$ cat config.mk
export PLATFORM = sky130hd
export DESIGN_NAME = sram_ctl
export DESIGN_NICKNAME = d
export VERILOG_FILES = /design/src/rtl/sram_ctl_pkg.sv /design/src/rtl/sram_ctl_cnt.sv /design/src/rtl/sram_ctl_dp.sv /design/src/rtl/sram_ctl.sv
export SDC_FILE = /design/constraint.sdc
export NUM_CORES = 1
export LEC_CHECK = 0
export BUFFER_PORTS_ARGS = -buffer_cell sky130_fd_sc_hd__buf_2
export CORE_MARGIN = 1
export CORE_UTILIZATION = 40
export CTS_CLUSTER_DIAMETER = 50
export DETAILED_ROUTE_END_ITERATION = 10
export PLACE_DENSITY = 0.69
export RECOVER_POWER = 25
export SLEW_MARGIN = 20
export SYNTH_ARGS = -nofsm -noshare
export SYNTH_HDL_FRONTEND = slang
export SYNTH_HIERARCHICAL = 1
export SYNTH_SLANG_ARGS = --single-unit
$ cat constraint.sdc
create_clock -name clk -period 1.9 [get_ports clk]
set_input_delay 0.095 -clock clk [delete_from_list [all_inputs] [get_ports clk]]
set_output_delay 0.095 -clock clk [all_outputs]
set_load 0.05 [all_outputs]
$ cat src/rtl/sram_ctl_pkg.sv
package sram_ctl_pkg;

  typedef enum logic [2:0] {
    ST_IDLE = 3'd0,
    ST_TURN = 3'd1,
    ST_WSU  = 3'd2,
    ST_WPL  = 3'd3,
    ST_RD   = 3'd4
  } st_t;

  // Round a picosecond interval up to whole clock cycles.
  function automatic int unsigned ps_to_cyc(input int unsigned t_ps, input int unsigned clk_ps);
    return (t_ps + clk_ps - 1) / clk_ps;
  endfunction

  function automatic int unsigned umax(input int unsigned a, input int unsigned b);
    return (a > b) ? a : b;
  endfunction

  // Cycles remaining after the one setup cycle, saturating at zero.
  function automatic int unsigned less_one(input int unsigned a);
    return (a > 0) ? a - 1 : 0;
  endfunction

endpackage

$ cat src/rtl/sram_ctl_cnt.sv
module sram_ctl_cnt #(
  parameter int W = 2
) (
  input  logic         clk,
  input  logic         rst_n,
  input  logic         load,
  input  logic [W-1:0] load_val,
  output logic         zero
);
  logic [W-1:0] c;

  always_ff @(posedge clk or negedge rst_n) begin
    if (!rst_n)           c <= '0;
    else if (load)        c <= load_val;
    else if (c != '0)     c <= c - W'(1);
  end

  assign zero = (c == '0);

  // the wait counter steps down by one each cycle until it reaches zero
  a_r3_cnt_step: assert property (@(posedge clk) disable iff (!rst_n)
    (!load && !zero) |=> (c == $past(c) - W'(1)));

endmodule

$ cat src/rtl/sram_ctl_dp.sv
module sram_ctl_dp #(
  parameter int AW = 15,
  parameter int DW = 8
) (
  input  logic          clk,
  input  logic          rst_n,
  input  logic          accept,
  input  logic [AW-1:0] addr_in,
  input  logic [DW-1:0] wdata_in,
  input  logic          cap,
  input  logic [DW-1:0] dq_in,
  output logic [AW-1:0] addr_q,
  output logic [DW-1:0] wdata_q,
  output logic [DW-1:0] rdata_q
);
  always_ff @(posedge clk or negedge rst_n) begin
    if (!rst_n) begin
      addr_q  <= '0;
      wdata_q <= '0;
    end else if (accept) begin
      addr_q  <= addr_in;
      wdata_q <= wdata_in;
    end
  end

  always_ff @(posedge clk or negedge rst_n) begin
    if (!rst_n)   rdata_q <= '0;
    else if (cap) rdata_q <= dq_in;
  end

  // the latched address and data move only when a request is taken
  a_r2_latch_hold: assert property (@(posedge clk) disable iff (!rst_n)
    !accept |=> ($stable(addr_q) && $stable(wdata_q)));

endmodule

$ cat src/rtl/sram_ctl.sv
module sram_ctl
  import sram_ctl_pkg::*;
#(
  parameter int AW        = 15,
  parameter int DW        = 8,
  parameter int CLK_PS    = 4000,
  parameter int T_RC_PS   = 12000,
  parameter int T_AA_PS   = 12000,
  parameter int T_ACE_PS  = 12000,
  parameter int T_DOE_PS  = 5000,
  parameter int T_WC_PS   = 12000,
  parameter int T_SCE_PS  = 8000,
  parameter int T_AW_PS   = 8000,
  parameter int T_PWE_PS  = 8000,
  parameter int T_SD_PS   = 7000,
  parameter int TURN_CYC  = 1
) (
  input  logic          clk,
  input  logic          rst_n,
  input  logic          req_valid,
  output logic          req_ready,
  input  logic          req_write,
  input  logic [AW-1:0] req_addr,
  input  logic [DW-1:0] req_wdata,
  output logic          rsp_valid,
  output logic [DW-1:0] rsp_rdata,
  output logic [AW-1:0] mem_addr,
  output logic          mem_ce_n,
  output logic          mem_oe_n,
  output logic          mem_we_n,
  output logic [DW-1:0] mem_dq_o,
  output logic          mem_dq_oe,
  input  logic [DW-1:0] mem_dq_i
);
  // Read strobe: every read limit counts from the same edge.
  localparam int unsigned RD_CYC = umax(1,
    umax(umax(ps_to_cyc(T_AA_PS, CLK_PS), ps_to_cyc(T_DOE_PS, CLK_PS)),
         umax(ps_to_cyc(T_ACE_PS, CLK_PS), ps_to_cyc(T_RC_PS, CLK_PS))));
  // Write pulse: limits measured from the setup edge lose one cycle.
  localparam int unsigned WR_FROM_SU = less_one(umax(ps_to_cyc(T_WC_PS, CLK_PS),
    umax(ps_to_cyc(T_SCE_PS, CLK_PS), ps_to_cyc(T_AW_PS, CLK_PS))));
  localparam int unsigned WPL_CYC = umax(umax(1, WR_FROM_SU),
    umax(ps_to_cyc(T_PWE_PS, CLK_PS), ps_to_cyc(T_SD_PS, CLK_PS)));
  localparam int unsigned TRN_CYC = umax(1, TURN_CYC);
  localparam int unsigned CNT_MAX = umax(RD_CYC, umax(WPL_CYC, TRN_CYC));
  localparam int CNT_W = $clog2(CNT_MAX + 1);

  st_t              st, nxt;
  logic             acc, cnt_zero, cnt_load, last_rd, cap;
  logic [CNT_W-1:0] cnt_val;
  logic [AW-1:0]    addr_q;
  logic [DW-1:0]    wdata_q;

  assign req_ready = (st == ST_IDLE);
  assign acc       = req_ready && req_valid;
  assign cap       = (st == ST_RD) && cnt_zero;

  always_comb begin
    nxt = st;
    case (st)
      ST_IDLE: if (req_valid) nxt = req_write ? (last_rd ? ST_TURN : ST_WSU) : ST_RD;
      ST_TURN: if (cnt_zero)  nxt = ST_WSU;
      ST_WSU:                 nxt = ST_WPL;
      ST_WPL:  if (cnt_zero)  nxt = ST_IDLE;
      ST_RD:   if (cnt_zero)  nxt = ST_IDLE;
      default:                nxt = ST_IDLE;
    endcase
  end

  assign cnt_load = (nxt != st);
  always_comb begin
    case (nxt)
      ST_RD:   cnt_val = CNT_W'(RD_CYC - 1);
      ST_WPL:  cnt_val = CNT_W'(WPL_CYC - 1);
      ST_TURN: cnt_val = CNT_W'(TRN_CYC - 1);
      default: cnt_val = '0;
    endcase
  end

  sram_ctl_cnt #(.W(CNT_W)) u_cnt (
    .clk(clk), .rst_n(rst_n), .load(cnt_load), .load_val(cnt_val), .zero(cnt_zero)
  );

  sram_ctl_dp #(.AW(AW), .DW(DW)) u_dp (
    .clk(clk), .rst_n(rst_n), .accept(acc), .addr_in(req_addr), .wdata_in(req_wdata),
    .cap(cap), .dq_in(mem_dq_i), .addr_q(addr_q), .wdata_q(wdata_q), .rdata_q(rsp_rdata)
  );

  // State, completion pulse and strobes are all flops, so the pins never glitch.
  always_ff @(posedge clk or negedge rst_n) begin
    if (!rst_n) begin
      st        <= ST_IDLE;
      last_rd   <= 1'b0;
      rsp_valid <= 1'b0;
      mem_ce_n  <= 1'b1;
      mem_oe_n  <= 1'b1;
      mem_we_n  <= 1'b1;
      mem_dq_oe <= 1'b0;
    end else begin
      st        <= nxt;
      rsp_valid <= ((st == ST_RD) || (st == ST_WPL)) && cnt_zero;
      if (cap)                           last_rd <= 1'b1;
      else if (st == ST_WPL && cnt_zero) last_rd <= 1'b0;
      mem_ce_n  <= (nxt == ST_IDLE);
      mem_oe_n  <= (nxt != ST_RD);
      mem_we_n  <= (nxt != ST_WPL);
      mem_dq_oe <= (nxt == ST_WPL);
    end
  end

  assign mem_addr = addr_q;
  assign mem_dq_o = wdata_q;

  // Strobe run-length trackers for the width checks below.
  logic [CNT_W:0] we_run, oe_run;
  always_ff @(posedge clk or negedge rst_n) begin
    if (!rst_n) begin
      we_run <= '0;
      oe_run <= '0;
    end else begin
      we_run <= mem_we_n ? '0 : we_run + 1'b1;
      oe_run <= mem_oe_n ? '0 : oe_run + 1'b1;
    end
  end

  a_r1_ready_in_idle: assert property (@(posedge clk) disable iff (!rst_n)
    $rose(rsp_valid) |-> req_ready);
  a_r2_we_window: assert property (@(posedge clk) disable iff (!rst_n)
    !mem_we_n |-> (!mem_ce_n && mem_oe_n && mem_dq_oe));
  a_r2_addr_steady: assert property (@(posedge clk) disable iff (!rst_n)
    $past(!mem_we_n) |-> $stable(mem_addr));
  a_r3_we_width: assert property (@(posedge clk) disable iff (!rst_n)
    $rose(mem_we_n) |-> (we_run == (CNT_W+1)'(WPL_CYC)));
  a_r3_setup_cycle: assert property (@(posedge clk) disable iff (!rst_n)
    $fell(mem_we_n) |-> ($past(!mem_ce_n) && $past(!mem_dq_oe)));
  a_r4_oe_width: assert property (@(posedge clk) disable iff (!rst_n)
    $rose(mem_oe_n) |-> (oe_run == (CNT_W+1)'(RD_CYC)));
  a_r5_turnaround: assert property (@(posedge clk) disable iff (!rst_n)
    $fell(mem_we_n) |-> ($past(mem_oe_n) && $past(mem_oe_n, 2) && $past(mem_oe_n, 3)));
  a_r6_one_pulse: assert property (@(posedge clk) disable iff (!rst_n)
    rsp_valid |=> !rsp_valid);
  a_r6_rdata_hold: assert property (@(posedge clk) disable iff (!rst_n)
    !rsp_valid |-> $stable(rsp_rdata));
  a_r7_idle_deselect: assert property (@(posedge clk) disable iff (!rst_n)
    req_ready |-> mem_ce_n);

endmodule

==> results.yml <==
routing:
  avgViaCountPerCell: 4.972
  drt_wl_total_mm: 3.328
  wl_met2_mm: 1.635
  wl_per_cell_um: 13.42
  drt_iter0_drc: 21
  via_count: 1233
  dr_wl_met3_um: 264
  drt_drc_violations_left: 0
  route.layer.met1.wl_mm: 1.389
  drt_pass1_iterations: 4
  top_layer_used: "met4"
  antenna_violation_net_count_after_detailed_routing: 0
worst_setup_path:
  endpoint_kind: "flip-flop"
  crit_required_ns: 2.07
  worstSetupPathType: "flip-flop to flip-flop"
  slowest_stage: "sky130_fd_sc_hd__dfrtp_1"
  path_cells: "nor2_1 > and3_1 > mux2_2"
  crit_path_max_incr_delay_ns: 0.52
  critical_path.startpoint_type: "flip-flop"
  cp.arrival_ns: 1.98
  worst_path_max_fanout: 12
logic_synthesis:
  yosys.cell_types.count: 30
  synth_top_cell_by_area: "sky130_fd_sc_hd__dfrtp_1"
  synth_async_sr_flop_share_pct: 100.0
  synth_adder_area_share_pct: 0.7225
  synth_seq_cells: 42
  portion_of_netlist_area_occupied_by_mux_cells_pct: 20.16
  synth_top_cells_by_count: "sky130_fd_sc_hd__dfrtp_1 (39), sky130_fd_sc_hd__mux2_2 (31), sky130_fd_sc_hd__inv_1 (7)"
  synth_enable_flop_cells: 0
  synth_top_family_by_area: "multiplexers"
  xor_xnor_portion_of_the_synthesized_cell_area_pct: 0.5058
  synth_largest_type_area_fraction_pct: 56.36
  synthMostInstantiatedCell: "sky130_fd_sc_hd__dfrtp_1"
  compound_cell_area_share_of_the_yosys_netlist_pct: 6.431
  synthSimpleGateAreaFrac_pct: 6.358
  count_of_warnings_emitted_by_yosys: 6
  netlist_top_cells_area: "sky130_fd_sc_hd__dfrtp_1 (56%), sky130_fd_sc_hd__mux2_2 (20%), sky130_fd_sc_hd__dfstp_2 (4.6%)"
  synth_fp_nets: 160
  synthesis.area_um2: 1732
  cells_after_synth: 124
  most_frequently_used_flop_master_after_synthesis: "sky130_fd_sc_hd__dfrtp_1"
  synthesis.area_per_instance_um2: 13.97
  synth_seq_area_share_pct: 60.91
cells_and_area:
  antenna-diode-count: 0
  finish.net_count: 233
  post_route_cells_drive_above_1_share_pct: 44.95
  syn_to_final_growth_pct: 25.72
  postLayoutCellArea_um2: 2177
timing:
  timing.final.crit_period_ns: 1.810
  final.setup_skew_ns: 0.002468
  timing.final.crit_share_pct: 95.27
  drv_slew: 0
  setup_viol_count_final: 0
  clock.fmax_ghz: 0.5525
  setup_repair_after_global_routing_missed_its_margin: "false"
  worst_pin_slew_ns: 0.8816
  final-hold-violation-count: 0
  finalSetupTns_ns: 0
  maxSlewHeadroom_pct: 41.22
clocking:
  postCtsResizedCells: 0
  clk_pin_slew_ns: 0.07
  postCtsSetupBuffers: 0
  clock_sink_count: 42
  cts_inserted_buffers: 5
  worst_skew_pair.late_latency_ns: 0.29
  cts-root-buf: "sky130_fd_sc_hd__clkbuf_8"
  cts-root-to-sink-buffers: 2
  ctsHoldBuffers: 1
  clock_tree_from_tritoncts: "yes"
  h-tree-depth: 2
job:
  drv_cap: 0
global_route:
  antenna_violations_before_repair: 0
  grt_first_pass_wirelength_mm: 4.781
  grt.overflow.total: 0
  grt.total_usage_pct: 14.61
  largest_net_degree_at_the_start_of_global_routing: 43
  first_global_vias: 1103
die:
  ioPinCount: 72
  std_cell_rows: 23
  floorplan.initialDensity_pct: 42.38
  chip_height_um: 67.80
  die_area_um2: 4596
  die_width_um: 67.80
  core_area_um2: 4086
place:
  io_buffers: 71
  dpl-instance-area_um2: 2112
  dp_hpwl_mm: 2.467
  finalWeightedCongestion: 0.8140
hold_path:
  min-delay-path-class: "input port to flip-flop"
outcome:
  status: "finished, final reports clean"
[state kept, by name, indices dropped and copies added (netlist names)]
| signal | flops |
|---|---|
| mem_we_n | 1 |
| u_dp/wdata_q | 8 |
| mem_dq_oe | 1 |
| u_dp/addr_q | 15 |
| last_rd | 1 |
| mem_oe_n | 1 |
| mem_ce_n | 1 |
| rsp_valid | 1 |
| u_cnt/c | 2 |
| st | 3 |
| u_dp/rdata_q | 8 |
[path summary, 6_finish.rpt]
path | startpoint | depth (start not counted) | slack, ns | endpoint
max | st[0] | 3 | 0.09 | u_dp/rdata_q[0]
min | req_wdata[3] | 2 | 0.04 | u_dp/wdata_q[3]
max reg2reg | st[0] | 3 | 0.09 | u_dp/rdata_q[0]
min reg2reg | u_dp/wdata_q[3] | 1 | 0.50 | u_dp/wdata_q[3]
max in group asynchronous | rst_n | 2 | 0.88 | u_dp/rdata_q[2]
min in group asynchronous | rst_n | 2 | 0.46 | u_dp/addr_q[8]
[layout make-up]
type                            count  area (um2)
Sequential cell                    42        1055
Tap cell                           50       62.56
Timing Repair Buffer               73       336.6
Multi-Input combinational cell     68       605.6
Fill cell                         361        1909
Inverter                            7       26.28
Clock buffer                        7       86.33
Clock inverter                      1       5.005
[kinds of logic (layout without fill, tap and decap cells)]
logic type | count (synthesis) | count (layout)
simple gates | 20 | 20
flops | 42 | 42
mux | 31 | 31
buf+inv | 14 | 88
fa+ha+maj | 1 | 1
xor+xnor | 1 | 1
compound gates | 15 | 15
[metal layers]
metal,GRT usage [%],up-vias
met5,0,-
met1,16.38,615
met3,6.250,4
met2,24.13,45
li1,-,569
met4,6.250,0
[through the flow]
| step | util, % | setup slack, ns | hold WS, ns | cells |
|---|---|---|---|---|
| 6_report | 53.28 | 0.08991 | 0.03615 | 248 |
| 2_1_floorplan | - | 0.01400 | -0.2006 | 124 |
| 4_1_cts | 54.16 | 0.09655 | 0.02516 | 248 |
| 3_3_place_gp | 51.68 | 0.2131 | 0.2604 | 239 |
| 5_1_grt | 53.28 | 0.004815 | 0.02115 | 248 |
| 3_5_place_dp | 51.68 | 0.1037 | 0.2689 | 239 |
[worst max-delay path, delay by kind of cell, from the launching register on]
family / cells / cell delay [ns]
muxes: 1 / 0.39
and+or+nand+nor: 2 / 0.78
DFF: 1 / 0.52
[cell usage in the layout (no fill, tap or decap), drive strengths merged, types with 2 or more instances in the layout]
master,count
buf,43
nand3,3
dfstp,3
mux2,31
a21oi,4
inv,7
dfrtp,39
nand2,4
nor2,2
and2,2
nand2b,2
o21ai,3
o31a,2
clkbuf,36
a21boi,3
Power is left out: the tool's default activity adds up to more than one toggle a clock period on the data nets, which glitch-free logic cannot reach.
